## config.mk

```make
export PLATFORM = sky130hd
export DESIGN_NAME = iou_regfile
export DESIGN_NICKNAME = d
export VERILOG_FILES = /design/src/rtl/iou_pkg.sv /design/src/rtl/iou_masked_reg.sv /design/src/rtl/iou_ctrl_reg.sv /design/src/rtl/iou_fault_regs.sv /design/src/rtl/iou_scratch.sv /design/src/rtl/iou_regfile.sv
export SDC_FILE = /design/constraint.sdc
export NUM_CORES = 2
export LEC_CHECK = 0
export BUFFER_PORTS_ARGS = -buffer_cell sky130_fd_sc_hd__buf_2
export CORE_MARGIN = 4
export CORE_UTILIZATION = 46
export CTS_CLUSTER_SIZE = 8
export DETAILED_ROUTE_END_ITERATION = 8
export MAX_ROUTING_LAYER = met4
export PLACE_DENSITY_LB_ADDON = 0.25
export SLEW_MARGIN = 10
export SYNTH_ARGS = -nofsm -noshare
export SYNTH_HDL_FRONTEND = slang
export SYNTH_SLANG_ARGS = --single-unit
export TNS_END_PERCENT = 10
```

## constraint.sdc

```tcl
create_clock -name clk -period 4.7 [get_ports clk]
set_input_delay 0.705 -clock clk [delete_from_list [all_inputs] [get_ports clk]]
set_output_delay 0.705 -clock clk [all_outputs]
set_load 0.02 [all_outputs]
```

## src/rtl/iou_pkg.sv

```systemverilog
package iou_pkg;
   localparam int unsigned WORD_W  = 32;
   localparam int unsigned PAGE_SH = 12;
   localparam int unsigned NPAGES  = 3;

   // page / word-in-page locations of named registers
   localparam int unsigned PG_CTL  = 0;
   localparam int unsigned WD_CTL  = 0;
   localparam int unsigned WD_PTB  = 1;
   localparam int unsigned WD_TFL  = 5;
   localparam int unsigned WD_PFL  = 6;
   localparam int unsigned PG_FLT  = 1;
   localparam int unsigned WD_FST  = 0;
   localparam int unsigned WD_FAD  = 1;
   localparam int unsigned WD_SLOT = 4;
   localparam int unsigned NSLOTS  = 4;
   localparam int unsigned PG_ARB  = 2;
   localparam int unsigned WD_ARB  = 0;

   localparam logic [WORD_W-1:0] CTL_MASK  = 32'h0000_001D;
   localparam logic [WORD_W-1:0] CTL_FORCE = 32'h0400_0000;
   localparam logic [WORD_W-1:0] PTB_MASK  = 32'h07FF_FC00;
   localparam logic [WORD_W-1:0] SLT_MASK  = 32'h0001_0003;
   localparam logic [WORD_W-1:0] ARB_MASK  = 32'h001F_0000;
   localparam logic [WORD_W-1:0] ARB_FORCE = 32'h0000_0008;
   localparam logic [WORD_W-1:0] ALL_ONES  = 32'hFFFF_FFFF;

   localparam int unsigned RANGE_LSB = 2;
   localparam int unsigned RANGE_W   = 3;
   localparam logic [WORD_W-1:0] WIN_SMALLEST = 32'hFF00_0000;

   // fault status composition on capture
   localparam logic [WORD_W-1:0] FLT_ANY     = 32'h8000_0000;
   localparam logic [WORD_W-1:0] FLT_LATE    = 32'h4000_0000;
   localparam logic [WORD_W-1:0] FLT_RSVD    = 32'h0080_0000;
   localparam logic [WORD_W-1:0] FLT_ISREAD  = 32'h0004_0000;
   localparam logic [WORD_W-1:0] FLT_ADRVLD  = 32'h0002_0000;

   function automatic logic [WORD_W-1:0] win_for_code(input logic [RANGE_W-1:0] code);
      return WIN_SMALLEST << code;
   endfunction

   function automatic logic [WORD_W-1:0] fault_word(input logic is_read);
      return FLT_ANY | FLT_LATE | FLT_RSVD | FLT_ADRVLD | (is_read ? FLT_ISREAD : '0);
   endfunction
endpackage

```

## src/rtl/iou_masked_reg.sv

```systemverilog
module iou_masked_reg #(
   parameter int unsigned W = 32,
   parameter logic [W-1:0] MASK  = '1,
   parameter logic [W-1:0] FORCE = '0,
   parameter logic [W-1:0] RST   = '0
) (
   input  logic         clk,
   input  logic         rst_n,
   input  logic         we,
   input  logic [W-1:0] wdata,
   output logic [W-1:0] q
);
   if (W == 0) begin : g_bad_w
      $error("iou_masked_reg: W must be non-zero");
   end

   always_ff @(posedge clk or negedge rst_n) begin
      if (!rst_n)  q <= RST;
      else if (we) q <= (wdata & MASK) | FORCE;
   end
endmodule

```

## src/rtl/iou_ctrl_reg.sv

```systemverilog
module iou_ctrl_reg
   import iou_pkg::*;
(
   input  logic              clk,
   input  logic              rst_n,
   input  logic              we,
   input  logic [WORD_W-1:0] wdata,
   output logic [WORD_W-1:0] q,
   output logic [WORD_W-1:0] win_base
);
   logic [RANGE_W-1:0] code_w;
   assign code_w = wdata[RANGE_LSB +: RANGE_W];

   iou_masked_reg #(.W(WORD_W), .MASK(CTL_MASK), .FORCE(CTL_FORCE), .RST(CTL_FORCE)) u_word (
      .clk(clk), .rst_n(rst_n), .we(we), .wdata(wdata), .q(q)
   );

   // window base is decoded from the written code, not from the stored word
   always_ff @(posedge clk or negedge rst_n) begin
      if (!rst_n)  win_base <= '0;
      else if (we) win_base <= win_for_code(code_w);
   end
endmodule

```

## src/rtl/iou_fault_regs.sv

```systemverilog
module iou_fault_regs
   import iou_pkg::*;
(
   input  logic              clk,
   input  logic              rst_n,
   input  logic              st_we,
   input  logic              ad_we,
   input  logic [WORD_W-1:0] wdata,
   input  logic              cap_valid,
   input  logic              cap_is_read,
   input  logic [WORD_W-1:0] cap_addr,
   output logic [WORD_W-1:0] fsr_q,
   output logic [WORD_W-1:0] far_q
);
   always_ff @(posedge clk or negedge rst_n) begin
      if (!rst_n) begin
         fsr_q <= '0;
         far_q <= '0;
      end else if (cap_valid) begin
         fsr_q <= fault_word(cap_is_read);
         far_q <= cap_addr;
      end else begin
         if (st_we) fsr_q <= wdata;
         if (ad_we) far_q <= wdata;
      end
   end
endmodule

```

## src/rtl/iou_scratch.sv

```systemverilog
module iou_scratch #(
   parameter int unsigned W       = 32,
   parameter int unsigned ENTRIES = 48,
   localparam int unsigned IDX_W  = (ENTRIES > 1) ? $clog2(ENTRIES) : 1
) (
   input  logic             clk,
   input  logic             rst_n,
   input  logic             we,
   input  logic [IDX_W-1:0] idx,
   input  logic [W-1:0]     wdata,
   output logic [W-1:0]     rdata
);
   if (ENTRIES == 0 || ENTRIES > 4096) begin : g_bad_depth
      $error("iou_scratch: ENTRIES out of range");
   end

   logic [W-1:0] mem [ENTRIES];

   for (genvar e = 0; e < ENTRIES; e++) begin : g_word
      always_ff @(posedge clk or negedge rst_n) begin
         if (!rst_n)                            mem[e] <= '0;
         else if (we && int'(idx) == e)         mem[e] <= wdata;
      end
   end

   assign rdata = (int'(idx) < ENTRIES) ? mem[idx] : '0;
endmodule

```

## src/rtl/iou_regfile.sv

```systemverilog
module iou_regfile
   import iou_pkg::*;
#(
   parameter int unsigned ADDR_W        = 14,
   parameter int unsigned SCRATCH_WORDS = 16
) (
   input  logic              clk,
   input  logic              rst_n,
   input  logic              req_valid,
   input  logic              req_write,
   input  logic [ADDR_W-1:0] req_addr,
   input  logic [31:0]       req_wdata,
   output logic              req_ready,
   output logic [31:0]       rd_data,
   input  logic              cap_valid,
   input  logic              cap_is_read,
   input  logic [31:0]       cap_addr,
   output logic [31:0]       win_base
);
   localparam int unsigned PG_W      = ADDR_W - PAGE_SH;
   localparam int unsigned WD_W      = PAGE_SH - 2;
   localparam int unsigned SCR_N     = NPAGES * SCRATCH_WORDS;
   localparam int unsigned SCR_IDX_W = (SCR_N > 1) ? $clog2(SCR_N) : 1;

   if (ADDR_W < 14) begin : g_bad_addr
      $error("iou_regfile: ADDR_W must reach the third page");
   end
   if (SCRATCH_WORDS == 0 || SCRATCH_WORDS > 1024) begin : g_bad_scr
      $error("iou_regfile: SCRATCH_WORDS must be 1..1024");
   end

   // ---------------- address split ----------------
   logic [PG_W-1:0] page;
   logic [WD_W-1:0] word;
   logic [1:0]      unused_lsb;
   assign page       = req_addr[ADDR_W-1:PAGE_SH];
   assign word       = req_addr[PAGE_SH-1:2];
   assign unused_lsb = req_addr[1:0];

   logic wr;
   assign wr        = req_valid && req_write;
   assign req_ready = req_valid;

   function automatic logic at(input int unsigned pg, input int unsigned wd,
                               input logic [PG_W-1:0] p, input logic [WD_W-1:0] w);
      return (int'(p) == pg) && (int'(w) == wd);
   endfunction

   logic sel_ctl, sel_ptb, sel_tfl, sel_pfl, sel_fst, sel_fad, sel_arb;
   logic [NSLOTS-1:0] sel_slot;
   assign sel_ctl = at(PG_CTL, WD_CTL, page, word);
   assign sel_ptb = at(PG_CTL, WD_PTB, page, word);
   assign sel_tfl = at(PG_CTL, WD_TFL, page, word);
   assign sel_pfl = at(PG_CTL, WD_PFL, page, word);
   assign sel_fst = at(PG_FLT, WD_FST, page, word);
   assign sel_fad = at(PG_FLT, WD_FAD, page, word);
   assign sel_arb = at(PG_ARB, WD_ARB, page, word);

   // ---------------- named registers ----------------
   logic [31:0] ctl_q, ptb_q, tfl_q, pfl_q, fsr_q, far_q, arb_q;
   logic [31:0] slot_q [NSLOTS];

   iou_ctrl_reg u_ctl (
      .clk(clk), .rst_n(rst_n), .we(wr && sel_ctl), .wdata(req_wdata),
      .q(ctl_q), .win_base(win_base)
   );

   iou_masked_reg #(.W(32), .MASK(PTB_MASK)) u_ptb (
      .clk(clk), .rst_n(rst_n), .we(wr && sel_ptb), .wdata(req_wdata), .q(ptb_q)
   );
   iou_masked_reg #(.W(32), .MASK(ALL_ONES)) u_tfl (
      .clk(clk), .rst_n(rst_n), .we(wr && sel_tfl), .wdata(req_wdata), .q(tfl_q)
   );
   iou_masked_reg #(.W(32), .MASK(ALL_ONES)) u_pfl (
      .clk(clk), .rst_n(rst_n), .we(wr && sel_pfl), .wdata(req_wdata), .q(pfl_q)
   );
   iou_masked_reg #(.W(32), .MASK(ARB_MASK), .FORCE(ARB_FORCE)) u_arb (
      .clk(clk), .rst_n(rst_n), .we(wr && sel_arb), .wdata(req_wdata), .q(arb_q)
   );

   for (genvar s = 0; s < NSLOTS; s++) begin : g_slot
      assign sel_slot[s] = at(PG_FLT, WD_SLOT + s, page, word);
      iou_masked_reg #(.W(32), .MASK(SLT_MASK)) u_slot (
         .clk(clk), .rst_n(rst_n), .we(wr && sel_slot[s]), .wdata(req_wdata), .q(slot_q[s])
      );
   end

   iou_fault_regs u_flt (
      .clk(clk), .rst_n(rst_n),
      .st_we(wr && sel_fst), .ad_we(wr && sel_fad), .wdata(req_wdata),
      .cap_valid(cap_valid), .cap_is_read(cap_is_read), .cap_addr(cap_addr),
      .fsr_q(fsr_q), .far_q(far_q)
   );

   // ---------------- scratch area ----------------
   logic any_named, scr_hit;
   logic [SCR_IDX_W-1:0] scr_idx;
   logic [31:0] scr_rd;

   assign any_named = sel_ctl | sel_ptb | sel_tfl | sel_pfl | sel_fst | sel_fad
                    | sel_arb | (|sel_slot);
   assign scr_hit   = !any_named && (int'(page) < NPAGES) && (int'(word) < SCRATCH_WORDS);

   always_comb begin
      int unsigned flat;
      flat    = int'(page) * SCRATCH_WORDS + int'(word);
      scr_idx = scr_hit ? SCR_IDX_W'(flat) : '0;
   end

   iou_scratch #(.W(32), .ENTRIES(SCR_N)) u_scr (
      .clk(clk), .rst_n(rst_n), .we(wr && scr_hit), .idx(scr_idx),
      .wdata(req_wdata), .rdata(scr_rd)
   );

   // ---------------- read mux ----------------
   always_comb begin
      rd_data = '0;
      if (sel_ctl)      rd_data = ctl_q;
      else if (sel_ptb) rd_data = ptb_q;
      else if (sel_tfl) rd_data = tfl_q;
      else if (sel_pfl) rd_data = pfl_q;
      else if (sel_fst) rd_data = fsr_q;
      else if (sel_fad) rd_data = far_q;
      else if (sel_arb) rd_data = arb_q;
      else if (scr_hit) rd_data = scr_rd;
      for (int s = 0; s < NSLOTS; s++)
         if (sel_slot[s]) rd_data = slot_q[s];
   end
endmodule

```

==> impl_metrics.json <==
{
  "vdd_drop_max_v": 0.000345,
  "syn_area_per_cell_sq_um": 12.6,
  "synthMuxAreaShare": 0.247,
  "numCtsBuffers": 231,
  "path_clk_slew_ps": 50,
  "arrival_ps": 3960,
  "worstPathMaxFanout": 31,
  "ys_seq_elements": 1705,
  "hold_ws_ps": 58.6,
  "start_util": 0.465,
  "grt.overflow.total": 0,
  "grt_pass1_vias": 54991,
  "die_w_um": 414,
  "synth_top_family_by_area": "multiplexers",
  "yosysUniqueCellTypes": 79,
  "drc": 1,
  "row_count": 148,
  "area_growth_pct": 16.1,
  "yosysTopAreaCellShare": 0.562,
  "violations": "DRC",
  "synth_edf_count": 0,
  "total_power_uw": 30900,
  "outcome": "complete, but fails checks",
  "place_area_sq_um": 81500,
  "antenna_found_initial": 15,
  "cts_buffer_depth": 3,
  "worst_slew_pin_slew_ps": 1250,
  "worst_setup_path_start_kind": "input port",
  "fin_nets": 6246,
  "slew_viol_final": 0,
  "synth_compound_area_frac": 0.109,
  "syn_area_sq_um": 75900,
  "post_drt_wl_per_cell_um": 31.9,
  "synthCells": 6045,
  "clock_skew_ps": 0,
  "io_pins": 149,
  "synth_top_area_cell": "dfrtp_1",
  "rr_startpoint": "u_flt.far_q[7]",
  "synthFlopType": "dfrtp_1",
  "setup_viol": 0,
  "required_ps": 3990,
  "htreeDepth": 4,
  "synth_fa_ha_area_frac": 0.000165,
  "die_area_sq_um": 172000,
  "holdPathEnd": "u_flt.far_q[9]",
  "reg2reg_slack_ps": 3850,
  "grtUsageTotal": 0.314,
  "place_ws_ps": -346,
  "gp_congestion": 0.927,
  "grt_pass1_wl_mm": 388,
  "fin_crit_sh": 0.992,
  "postRouteAntennaNets": 0,
  "first_pass_iters": 8,
  "drtIter0Drc": 6348,
  "slew_headroom": 0.168,
  "reg2reg_depth": 2,
  "drt-total-wl_mm": 267,
  "p_leak_uw": 0.0429,
  "ys_async_sr_fraction": 1.00,
  "dieHeight_um": 414,
  "synth.area.top_cells": "dfrtp_1, mux2_2, o22ai_1",
  "synth_xor_area_frac": 0.000346,
  "synth.yosys.warnings": 0,
  "synthSimpleGateAreaFrac": 0.0397,
  "io_buffer_count": 122,
  "rsz0062_at_grt": "true",
  "cp-startpoint": "req_addr[5]",
  "fmax_mhz": 215,
  "dp_hpwl_mm": 162,
  "drive_above_1_share": 0.398,
  "fp.coreArea_sq_um": 163000,
  "min_path_type": "input port to flip-flop",
  "clock-sinks": 1705,
  "period_needed_ps": 4660,
  "fillers": 13615,
  "crit_type": "input port to output port",
  "cts_tree": "yes",
  "drv_cap": 0,
  "end_kind": "output port",
  "timing.rr.end": "u_flt.far_q[7]",
  "min_path_cells": 3,
  "ys_seq_area_frac": 0.562,
  "grt_start_max_net_pins": 144,
  "via_per_inst": 6.53,
  "setup_ws_ps": 39.7,
  "power_density_nw_per_um2": 350,
  "hp-start": "cap_addr[9]",
  "vias": 54587,
  "clkLatencyLatePin_ps": 890,
  "design_area_sq_um": 88100,
  "finalHoldViolCount": 0,
  "ctsRootBufferMaster": "clkbuf_16"
}
[through the flow]
stage	setup TNS, ps	util	std cells
final	0	0.540	8365
after global routing	-135	0.540	8361
after CTS	-134	0.538	8345
after detailed placement	-2430	0.499	8081
after global placement	-1970	0.499	8081
after floorplan	0	-	6068
[final cells by class]
| cell class | count | area, sq um | area share |
|---|---|---|---|
| sequential | 1705 | 42700 | 0.484 |
| multi-input combinational | 3634 | 30700 | 0.349 |
| clock buffer | 235 | 5800 | 0.0658 |
| timing repair buffer | 576 | 5770 | 0.0655 |
| tap | 2175 | 2720 | 0.0309 |
| clock inverter | 16 | 355 | 0.00403 |
| inverter | 13 | 48.8 | 0.000554 |
| antenna | 11 | 27.5 | 0.000312 |
[cells in the final DEF, fill, tap and decap left out, types with 33 or more instances in the layout]
| master | n |
|---|---|
| mux2i_1 | 96 |
| a21oi_1 | 105 |
| o21ai_0 | 339 |
| mux2_2 | 1520 |
| a31oi_1 | 36 |
| buf_4 | 307 |
| nand3_1 | 33 |
| o221ai_1 | 55 |
| nor2_1 | 183 |
| o22ai_1 | 551 |
| mux2_1 | 45 |
| nand2_1 | 185 |
| dfrtp_1 | 1705 |
| nand4_1 | 52 |
| buf_2 | 116 |
| clkbuf_16 | 233 |
| buf_12 | 125 |
[worst max-delay path, cell delays in order]
cell and delay (ps):
clkbuf_4 170, and2b_1 260, o21a_2 290, nor3_4 440
buf_12 320, nand2_1 210, a2111oi_0 470, o21ai_0 220
and3_1 240, o221ai_1 120, o21ai_0 250, buf_2 240
[cell usage after synthesis, types with 52 or more instances]
master,n
buf_2,222
o21ai_0,350
nand4_1,52
o22ai_1,553
dfrtp_1,1705
clkbuf_1,408
mux2i_1,96
mux2_2,1520
a21oi_1,107
nand2_1,188
o221ai_1,56
nor2_1,200
[registers in the layout, summed over array words and instances, names as in the netlist]
| register | count |
|---|---|
| u_arb.q | 6 |
| u_flt.fsr_q | 32 |
| u_ctl.u_word.q | 4 |
| u_scr.mem | 1530 |
| g_slot.u_slot.q | 12 |
| u_pfl.q | 32 |
| u_ctl.win_base | 8 |
| u_ptb.q | 17 |
| u_flt.far_q | 32 |
| u_tfl.q | 32 |
[layer usage]
layer	vias to the layer above	global-route usage	wire, um
met4	0	0.136	12400
met1	28794	0.420	109000
met5	-	-	0
met2	2844	0.465	120000
li1	22293	-	-
met3	656	0.0660	25100
[how the worst max path moves through the flow]
stage | endpoint | cells past startpoint | slack [ps]
2_1_floorplan | rd_data[4] | 11 | 500
3_3_place_gp | rd_data[22] | 14 | -450
3_5_place_dp | rd_data[22] | 14 | -350
4_1_cts | rd_data[0] | 15 | -130
5_1_grt | rd_data[10] | 16 | -50
6_report | rd_data[26] | 12 | 40
[power by group]
| group | leakage [uW] | internal [uW] | switching, uW |
|---|---|---|---|
| sequential | 0.0237 | 14700 | 21.6 |
| clock | 0.00300 | 8630 | 6240 |
| combinational | 0.0162 | 264 | 967 |
| total | 0.0429 | 23600 | 7230 |
[kinds of logic after synthesis]
kind of cell | Yosys count
DFF | 1705
muxes | 1668
AOI/OAI and AO/OA | 1313
buffers and inverters | 729
and+or+nand+nor | 625
xor gates and xnor gates | 3
adders and majority gates | 1
other | 1
[repair_timing]
action                                  4_1_cts  5_1_grt
pin swaps                                     3        6
gates cloned                                  1        2
endpoints found under the setup margin       24       28
hold endpoints to repair                     97        0
hold buffers                                 11        0
gates resized for setup                      17       43
buffers inserted                              1        6
(Power assumes the default switching activity.)
